`config.mk`:
```
export PLATFORM = sky130hd
export DESIGN_NAME = tile_owner_seq
export DESIGN_NICKNAME = d
export VERILOG_FILES = /design/src/rtl/tos_pkg.sv /design/src/rtl/tile_owner.sv /design/src/rtl/tile_row_probe.sv /design/src/rtl/tile_search.sv /design/src/rtl/tile_reject_test.sv /design/src/rtl/tile_owner_seq.sv
export SDC_FILE = /design/constraint.sdc
export NUM_CORES = 1
export LEC_CHECK = 0
export CORE_AREA = 2 2 107 109
export CTS_CLUSTER_DIAMETER = 50
export CTS_CLUSTER_SIZE = 40
export DETAILED_ROUTE_END_ITERATION = 10
export DIE_AREA = 0 0 109 111
export PLACE_DENSITY = 0.72
export SYNTH_ARGS = -nofsm -noshare
export SYNTH_HDL_FRONTEND = slang
export SYNTH_SLANG_ARGS = --single-unit
```
`constraint.sdc`:
```
create_clock -name clk -period 5.2 [get_ports clk]
set_input_delay 1.04 -clock clk [delete_from_list [all_inputs] [get_ports clk]]
set_output_delay 1.04 -clock clk [all_outputs]
set_load 0.01 [all_outputs]
```
`src/rtl/tos_pkg.sv`:
```
package tos_pkg;
  typedef enum logic [1:0] {
    CHIPS_ONE  = 2'd0,
    CHIPS_TWO  = 2'd1,
    CHIPS_FOUR = 2'd2,
    CHIPS_RSVD = 2'd3
  } chip_mode_e;

  typedef enum logic [1:0] {
    ST_IDLE = 2'd0,
    ST_REJ  = 2'd1,
    ST_LOAD = 2'd2,
    ST_WALK = 2'd3
  } seq_state_e;

  localparam int unsigned MIN_TILE_LOG2 = 4;
  localparam int unsigned MAX_SIZE_CODE = 2;
endpackage

```
`src/rtl/tile_owner.sv`:
```
module tile_owner
  import tos_pkg::*;
(
  input  logic       tx_lsb,
  input  logic       ty_lsb,
  input  logic [1:0] chip_code,
  input  logic [1:0] chip_idx,
  output logic       owned
);
  always_comb begin
    case (chip_mode_e'(chip_code))
      CHIPS_ONE: owned = 1'b1;
      CHIPS_TWO: owned = ((tx_lsb ^ ty_lsb) == chip_idx[0]);
      default:   owned = (ty_lsb == chip_idx[1]) && (tx_lsb == chip_idx[0]);
    endcase
  end
endmodule

```
`src/rtl/tile_row_probe.sv`:
```
module tile_row_probe #(
  parameter int unsigned TW = 8
) (
  input  logic [TW-1:0] row,
  input  logic [TW-1:0] x_from,
  input  logic [TW-1:0] x_last,
  input  logic [TW-1:0] y_last,
  input  logic [1:0]    chip_code,
  input  logic [1:0]    chip_idx,
  output logic          hit,
  output logic [TW-1:0] x_hit
);
  logic          own_here;
  logic          own_next;
  logic [TW-1:0] x_plus;

  assign x_plus = x_from + TW'(1);

  tile_owner u_own_here (
    .tx_lsb(x_from[0]), .ty_lsb(row[0]),
    .chip_code(chip_code), .chip_idx(chip_idx), .owned(own_here)
  );
  tile_owner u_own_next (
    .tx_lsb(x_plus[0]), .ty_lsb(row[0]),
    .chip_code(chip_code), .chip_idx(chip_idx), .owned(own_next)
  );

  always_comb begin
    x_hit = own_here ? x_from : x_plus;
    hit   = 1'b0;
    if (row <= y_last) begin
      if (own_here)      hit = (x_from <= x_last);
      else if (own_next) hit = (x_plus <= x_last);
    end
  end
endmodule

```
`src/rtl/tile_search.sv`:
```
module tile_search #(
  parameter int unsigned TW = 8,
  parameter int unsigned ROWS_AHEAD = 3
) (
  input  logic [TW-1:0] start_x,
  input  logic [TW-1:0] start_y,
  input  logic [TW-1:0] tx0,
  input  logic [TW-1:0] tx1,
  input  logic [TW-1:0] ty1,
  input  logic [1:0]    chip_code,
  input  logic [1:0]    chip_idx,
  output logic          found,
  output logic [TW-1:0] next_x,
  output logic [TW-1:0] next_y
);
  logic [ROWS_AHEAD-1:0] hit;
  logic [TW-1:0]         hx [ROWS_AHEAD];
  logic [TW-1:0]         hy [ROWS_AHEAD];

  for (genvar g = 0; g < ROWS_AHEAD; g++) begin : g_row
    logic [TW-1:0] xs;
    assign hy[g] = start_y + TW'(g);
    assign xs    = (g == 0) ? start_x : tx0;
    tile_row_probe #(.TW(TW)) u_probe (
      .row(hy[g]), .x_from(xs), .x_last(tx1), .y_last(ty1),
      .chip_code(chip_code), .chip_idx(chip_idx),
      .hit(hit[g]), .x_hit(hx[g])
    );
  end

  always_comb begin
    found  = 1'b0;
    next_x = hx[ROWS_AHEAD-1];
    next_y = hy[ROWS_AHEAD-1];
    for (int i = ROWS_AHEAD - 1; i >= 0; i--) begin
      if (hit[i]) begin
        found  = 1'b1;
        next_x = hx[i];
        next_y = hy[i];
      end
    end
  end
endmodule

```
`src/rtl/tile_reject_test.sv`:
```
module tile_reject_test #(
  parameter int unsigned TW = 8
) (
  input  logic [TW-1:0] tx0,
  input  logic [TW-1:0] tx1,
  input  logic [TW-1:0] ty0,
  input  logic [TW-1:0] ty1,
  input  logic [1:0]    chip_code,
  input  logic [1:0]    chip_idx,
  output logic          any_owned
);
  logic       wide_x;
  logic       wide_y;
  logic [3:0] cand;

  assign wide_x = (tx1 != tx0);
  assign wide_y = (ty1 != ty0);

  for (genvar j = 0; j < 2; j++) begin : g_py
    for (genvar i = 0; i < 2; i++) begin : g_px
      logic own;
      tile_owner u_own (
        .tx_lsb(tx0[0] ^ 1'(i)), .ty_lsb(ty0[0] ^ 1'(j)),
        .chip_code(chip_code), .chip_idx(chip_idx), .owned(own)
      );
      assign cand[j*2+i] = own && ((i == 0) || wide_x) && ((j == 0) || wide_y);
    end
  end

  assign any_owned = |cand;
endmodule

```
`src/rtl/tile_owner_seq.sv`:
```
module tile_owner_seq
  import tos_pkg::*;
#(
  parameter int unsigned SCR_W = 11,
  localparam int unsigned TO_W = SCR_W - MIN_TILE_LOG2,
  localparam int unsigned TW   = TO_W + 1
) (
  input  logic             clk,
  input  logic             rst_n,
  input  logic [1:0]       cfg_tile_code,
  input  logic [1:0]       cfg_chip_code,
  input  logic [1:0]       cfg_chip_idx,
  input  logic             prim_valid,
  output logic             prim_ready,
  input  logic [SCR_W-1:0] box_x0,
  input  logic [SCR_W-1:0] box_y0,
  input  logic [SCR_W-1:0] box_x1,
  input  logic [SCR_W-1:0] box_y1,
  output logic             tile_valid,
  input  logic             tile_ready,
  output logic [TO_W-1:0]  tile_x,
  output logic [TO_W-1:0]  tile_y,
  output logic             done
);
  function automatic logic [TW-1:0] to_tile(input logic [SCR_W-1:0] p,
                                            input logic [1:0] code);
    logic [SCR_W-1:0] s;
    case (code)
      2'd0:    s = p >> MIN_TILE_LOG2;
      2'd1:    s = p >> (MIN_TILE_LOG2 + 1);
      default: s = p >> (MIN_TILE_LOG2 + MAX_SIZE_CODE);
    endcase
    return s[TW-1:0];
  endfunction

  seq_state_e    state_q, state_d;
  logic [TW-1:0] tx0_q, tx1_q, ty0_q, ty1_q;
  logic [TW-1:0] cx_q, cy_q, cx_d, cy_d;
  logic [1:0]    chip_code_q, chip_idx_q;
  logic          box_en, cur_en;

  logic [TW-1:0] in_tx0, in_tx1, in_ty0, in_ty1;
  logic          in_owned;
  logic [TW-1:0] srch_x, srch_y, nx, ny;
  logic          nfound;

  assign in_tx0 = to_tile(box_x0, cfg_tile_code);
  assign in_tx1 = to_tile(box_x1, cfg_tile_code);
  assign in_ty0 = to_tile(box_y0, cfg_tile_code);
  assign in_ty1 = to_tile(box_y1, cfg_tile_code);

  tile_reject_test #(.TW(TW)) u_reject (
    .tx0(in_tx0), .tx1(in_tx1), .ty0(in_ty0), .ty1(in_ty1),
    .chip_code(cfg_chip_code), .chip_idx(cfg_chip_idx),
    .any_owned(in_owned)
  );

  assign srch_x = (state_q == ST_WALK) ? (cx_q + TW'(1)) : tx0_q;
  assign srch_y = (state_q == ST_WALK) ? cy_q : ty0_q;

  tile_search #(.TW(TW), .ROWS_AHEAD(3)) u_search (
    .start_x(srch_x), .start_y(srch_y),
    .tx0(tx0_q), .tx1(tx1_q), .ty1(ty1_q),
    .chip_code(chip_code_q), .chip_idx(chip_idx_q),
    .found(nfound), .next_x(nx), .next_y(ny)
  );

  always_comb begin
    state_d    = state_q;
    box_en     = 1'b0;
    cur_en     = 1'b0;
    cx_d       = nx;
    cy_d       = ny;
    prim_ready = 1'b0;
    tile_valid = 1'b0;
    done       = 1'b0;
    case (state_q)
      ST_IDLE: begin
        prim_ready = 1'b1;
        if (prim_valid) begin
          box_en  = 1'b1;
          state_d = in_owned ? ST_LOAD : ST_REJ;
        end
      end
      ST_REJ: begin
        done    = 1'b1;
        state_d = ST_IDLE;
      end
      ST_LOAD: begin
        cur_en  = 1'b1;
        state_d = ST_WALK;
      end
      default: begin
        tile_valid = 1'b1;
        done       = !nfound;
        if (tile_ready) begin
          if (nfound) cur_en  = 1'b1;
          else        state_d = ST_IDLE;
        end
      end
    endcase
  end

  always_ff @(posedge clk or negedge rst_n) begin
    if (!rst_n) begin
      state_q <= ST_IDLE;
    end else begin
      state_q <= state_d;
    end
  end

  always_ff @(posedge clk or negedge rst_n) begin
    if (!rst_n) begin
      tx0_q       <= '0;
      tx1_q       <= '0;
      ty0_q       <= '0;
      ty1_q       <= '0;
      chip_code_q <= '0;
      chip_idx_q  <= '0;
    end else if (box_en) begin
      tx0_q       <= in_tx0;
      tx1_q       <= in_tx1;
      ty0_q       <= in_ty0;
      ty1_q       <= in_ty1;
      chip_code_q <= cfg_chip_code;
      chip_idx_q  <= cfg_chip_idx;
    end
  end

  always_ff @(posedge clk or negedge rst_n) begin
    if (!rst_n) begin
      cx_q <= '0;
      cy_q <= '0;
    end else if (cur_en) begin
      cx_q <= cx_d;
      cy_q <= cy_d;
    end
  end

  assign tile_x = cx_q[TO_W-1:0];
  assign tile_y = cy_q[TO_W-1:0];
endmodule

```
==> results.toml <==
[outcome]
outcome = "completed"

[critical_path]
crit_arrival_ps = 3840
startpoint_type = "register"
setup.worst_path.end_class = "output pin"
cp.required_ps = 4160
crit_type = "register to output pin"
crit_path_max_fanout = 4
r2r_slack_ps = 790

[detailed_routing]
first_pass_iters = 5
ant_nets = 0
route.detailed.drc = 0
avgRoutedWirePerCell_um = 15.98
via_per_inst = 5.701
initialDrtViolationCount = 226
drt_wl_total_mm = 12.94
vias = 4618

[placed_design]
place.gp.congestion = 0.9497
hpwl_mm = 10.25
portBuffers = 54
dpl_worst_slack_ps = 131.1

[sta]
slew_viol_final = 0
timing_worst_slew_pin_value_ps = 711.2
grt_setup_unrepaired = "no"
finalWorstSetupSlack_ps = 315.5
min_period_ps = 4885
setup_violations = 0
hold_viol = 0
maxSlewHeadroom = 0.5244
fmax_ghz = 0.2047
holdWs_ps = 484.9
fin_tns_setup_ps = 0
fin_crit_sh = 0.9393
skew_ps = 1.943

[synthesis]
yosys-top-cells-area = "dfrtp_1, ha_1, mux2i_1"
syn-num-nets = 729
avgSynthCellArea_um2 = 8.569
synth_cells = 622
synthArstFlopShare = 1.000
yosys.area.top_type_share = 0.2347
synth_seq_cells = 50
mappedNetlistArea_um2 = 5330
synth_area_leader_cell = "dfrtp_1"
synth_edf_count = 0
yosys_most_used_dff = "dfrtp_1"
yosys_warnings = 0
synthDistinctLibCells = 67
yosysSeqAreaShare = 0.2347

[flow_run]
cap_violations = 0

[finish]
area.growth.synth_to_final_pct = 16.48
drive_above_1_share = 0.1319
mostFrequentLayoutCell = "nand2_1"
nets = 773
layout_common_cells = "nand2_1, ha_1, clkdlybuf4s50_1, dfrtp_1, o21ai_0"
antennaDiodeCount = 0
fillers = 1024

[grt]
grtUsageTotal = 0.2236
grt_antenna_before_repair = 0
grt_max_degree = 61
grt_first_pass_wirelength_mm = 21.94
grt_remaining_overflow = 0
grt_pass1_vias = 4487

[floorplanning]
initial_utilization = 0.4812
die_y_um = 111
io-pin-count = 71
die_w_um = 109
die_area_um2 = 12100
coreArea_um2 = 11080
placementRows = 39

[clocking]
cts_htree_levels = 2
clk_pin_slew_ps = 70
cts-root-buf = "clkbuf_16"
hold_buffers = 0
cts_buffers = 5
cts_tree = "yes"
cts_sinks = 50
cts_buffer_depth = 2
clock_latency_ps = 290

[worst_hold_path]
hp-class = "register to register"
-- path summary, 6_finish.rpt --
path	start	end	cells past startpoint
setup / recovery	cx_q[0]	done	16
setup reg to reg	cx_q[0]	cy_q[5]	17
max in group asynchronous	rst_n	state_q[0]	2
hold / removal	ty1_q[6]	ty1_q[6]	2
hold reg to reg	ty1_q[6]	ty1_q[6]	2
min in group asynchronous	rst_n	cy_q[3]	2
-- layout make-up --
| type | instances | area (µm²) | share of cell area |
|---|---|---|---|
| clock buffers | 6 | 128.9 | 0.02076 |
| well taps | 143 | 178.9 | 0.02882 |
| multi-input cells | 493 | 3736 | 0.6018 |
| flip-flops and latches | 50 | 1255 | 0.2021 |
| inverters | 35 | 131.4 | 0.02116 |
| clock inverters | 2 | 37.54 | 0.006046 |
| repair buffers | 81 | 740.7 | 0.1193 |
-- Yosys cell counts (10+ instances only) --
| master | instances |
|---|---|
| nand2_1 | 69 |
| ha_1 | 53 |
| dfrtp_1 | 50 |
| o21ai_0 | 35 |
| inv_1 | 34 |
| nor2_1 | 34 |
| xnor2_1 | 34 |
| mux2i_1 | 33 |
| a21oi_1 | 29 |
| xor2_1 | 24 |
| mux2_2 | 22 |
| buf_4 | 17 |
| nand3_1 | 16 |
| clkbuf_1 | 13 |
| mux2_4 | 10 |
| nand4_1 | 10 |
| nor3_1 | 10 |
-- kinds of logic after synthesis --
group                    synth area share
AND/OR/NAND/NOR                    0.1594
multiplexers                       0.1366
buffers and inverters             0.07089
XOR/XNOR                          0.09531
AO/OA/AOI/OAI                      0.1786
flip-flops                         0.2347
adder cells (fa/ha/maj)            0.1244
-- sequential cells by signal (all words and copies together), names as in the netlist --
signal,cells
chip_idx_q,2
tx1_q,7
ty1_q,7
cy_q,8
chip_code_q,2
ty0_q,7
tx0_q,7
cx_q,8
state_q,2
-- metrics by stage --
step | utilization | instance area [µm²] | cells
5_1_grt | 0.5605 | 6208 | 810
3_3_place_gp | 0.5411 | 5993 | 801
4_1_cts | 0.5583 | 6185 | 810
6_report | 0.5605 | 6208 | 810
3_5_place_dp | 0.5411 | 5993 | 801
2_1_floorplan | - | 5330 | 622
-- what timing repair did --
item / CTS / global route
endpoints found under the setup margin: 1 / 1
resized for setup: 6 / 8
pin swaps: 1 / 1
buffers inserted: 1 / 0
-- layer usage --
layer	track usage	vias to the layer above	wire, µm
li1	-	2302	-
met1	0.3278	2145	6370
met2	0.3371	150	5607
met3	0.03645	21	738
met4	0.06325	0	225
met5	0	-	0
-- worst max-delay path, stage by stage (launching register included) --
cell and delay (ps):
dfrtp_2 440, ha_1 320, nand2_1 60, nand2_1 110, ha_1 230, a21boi_2 160, and2_1 180, xor2_1 140
ha_1 310, a21o_1 180, a2111oi_2 350, buf_4 170, o31ai_1 100, nor4_4 360, nor3_4 80, o21a_1 190
dlymetal6s2s_1 170
Power is not shown: default switching activity piles up to over one toggle a cycle in this logic, so the estimate is an artifact.
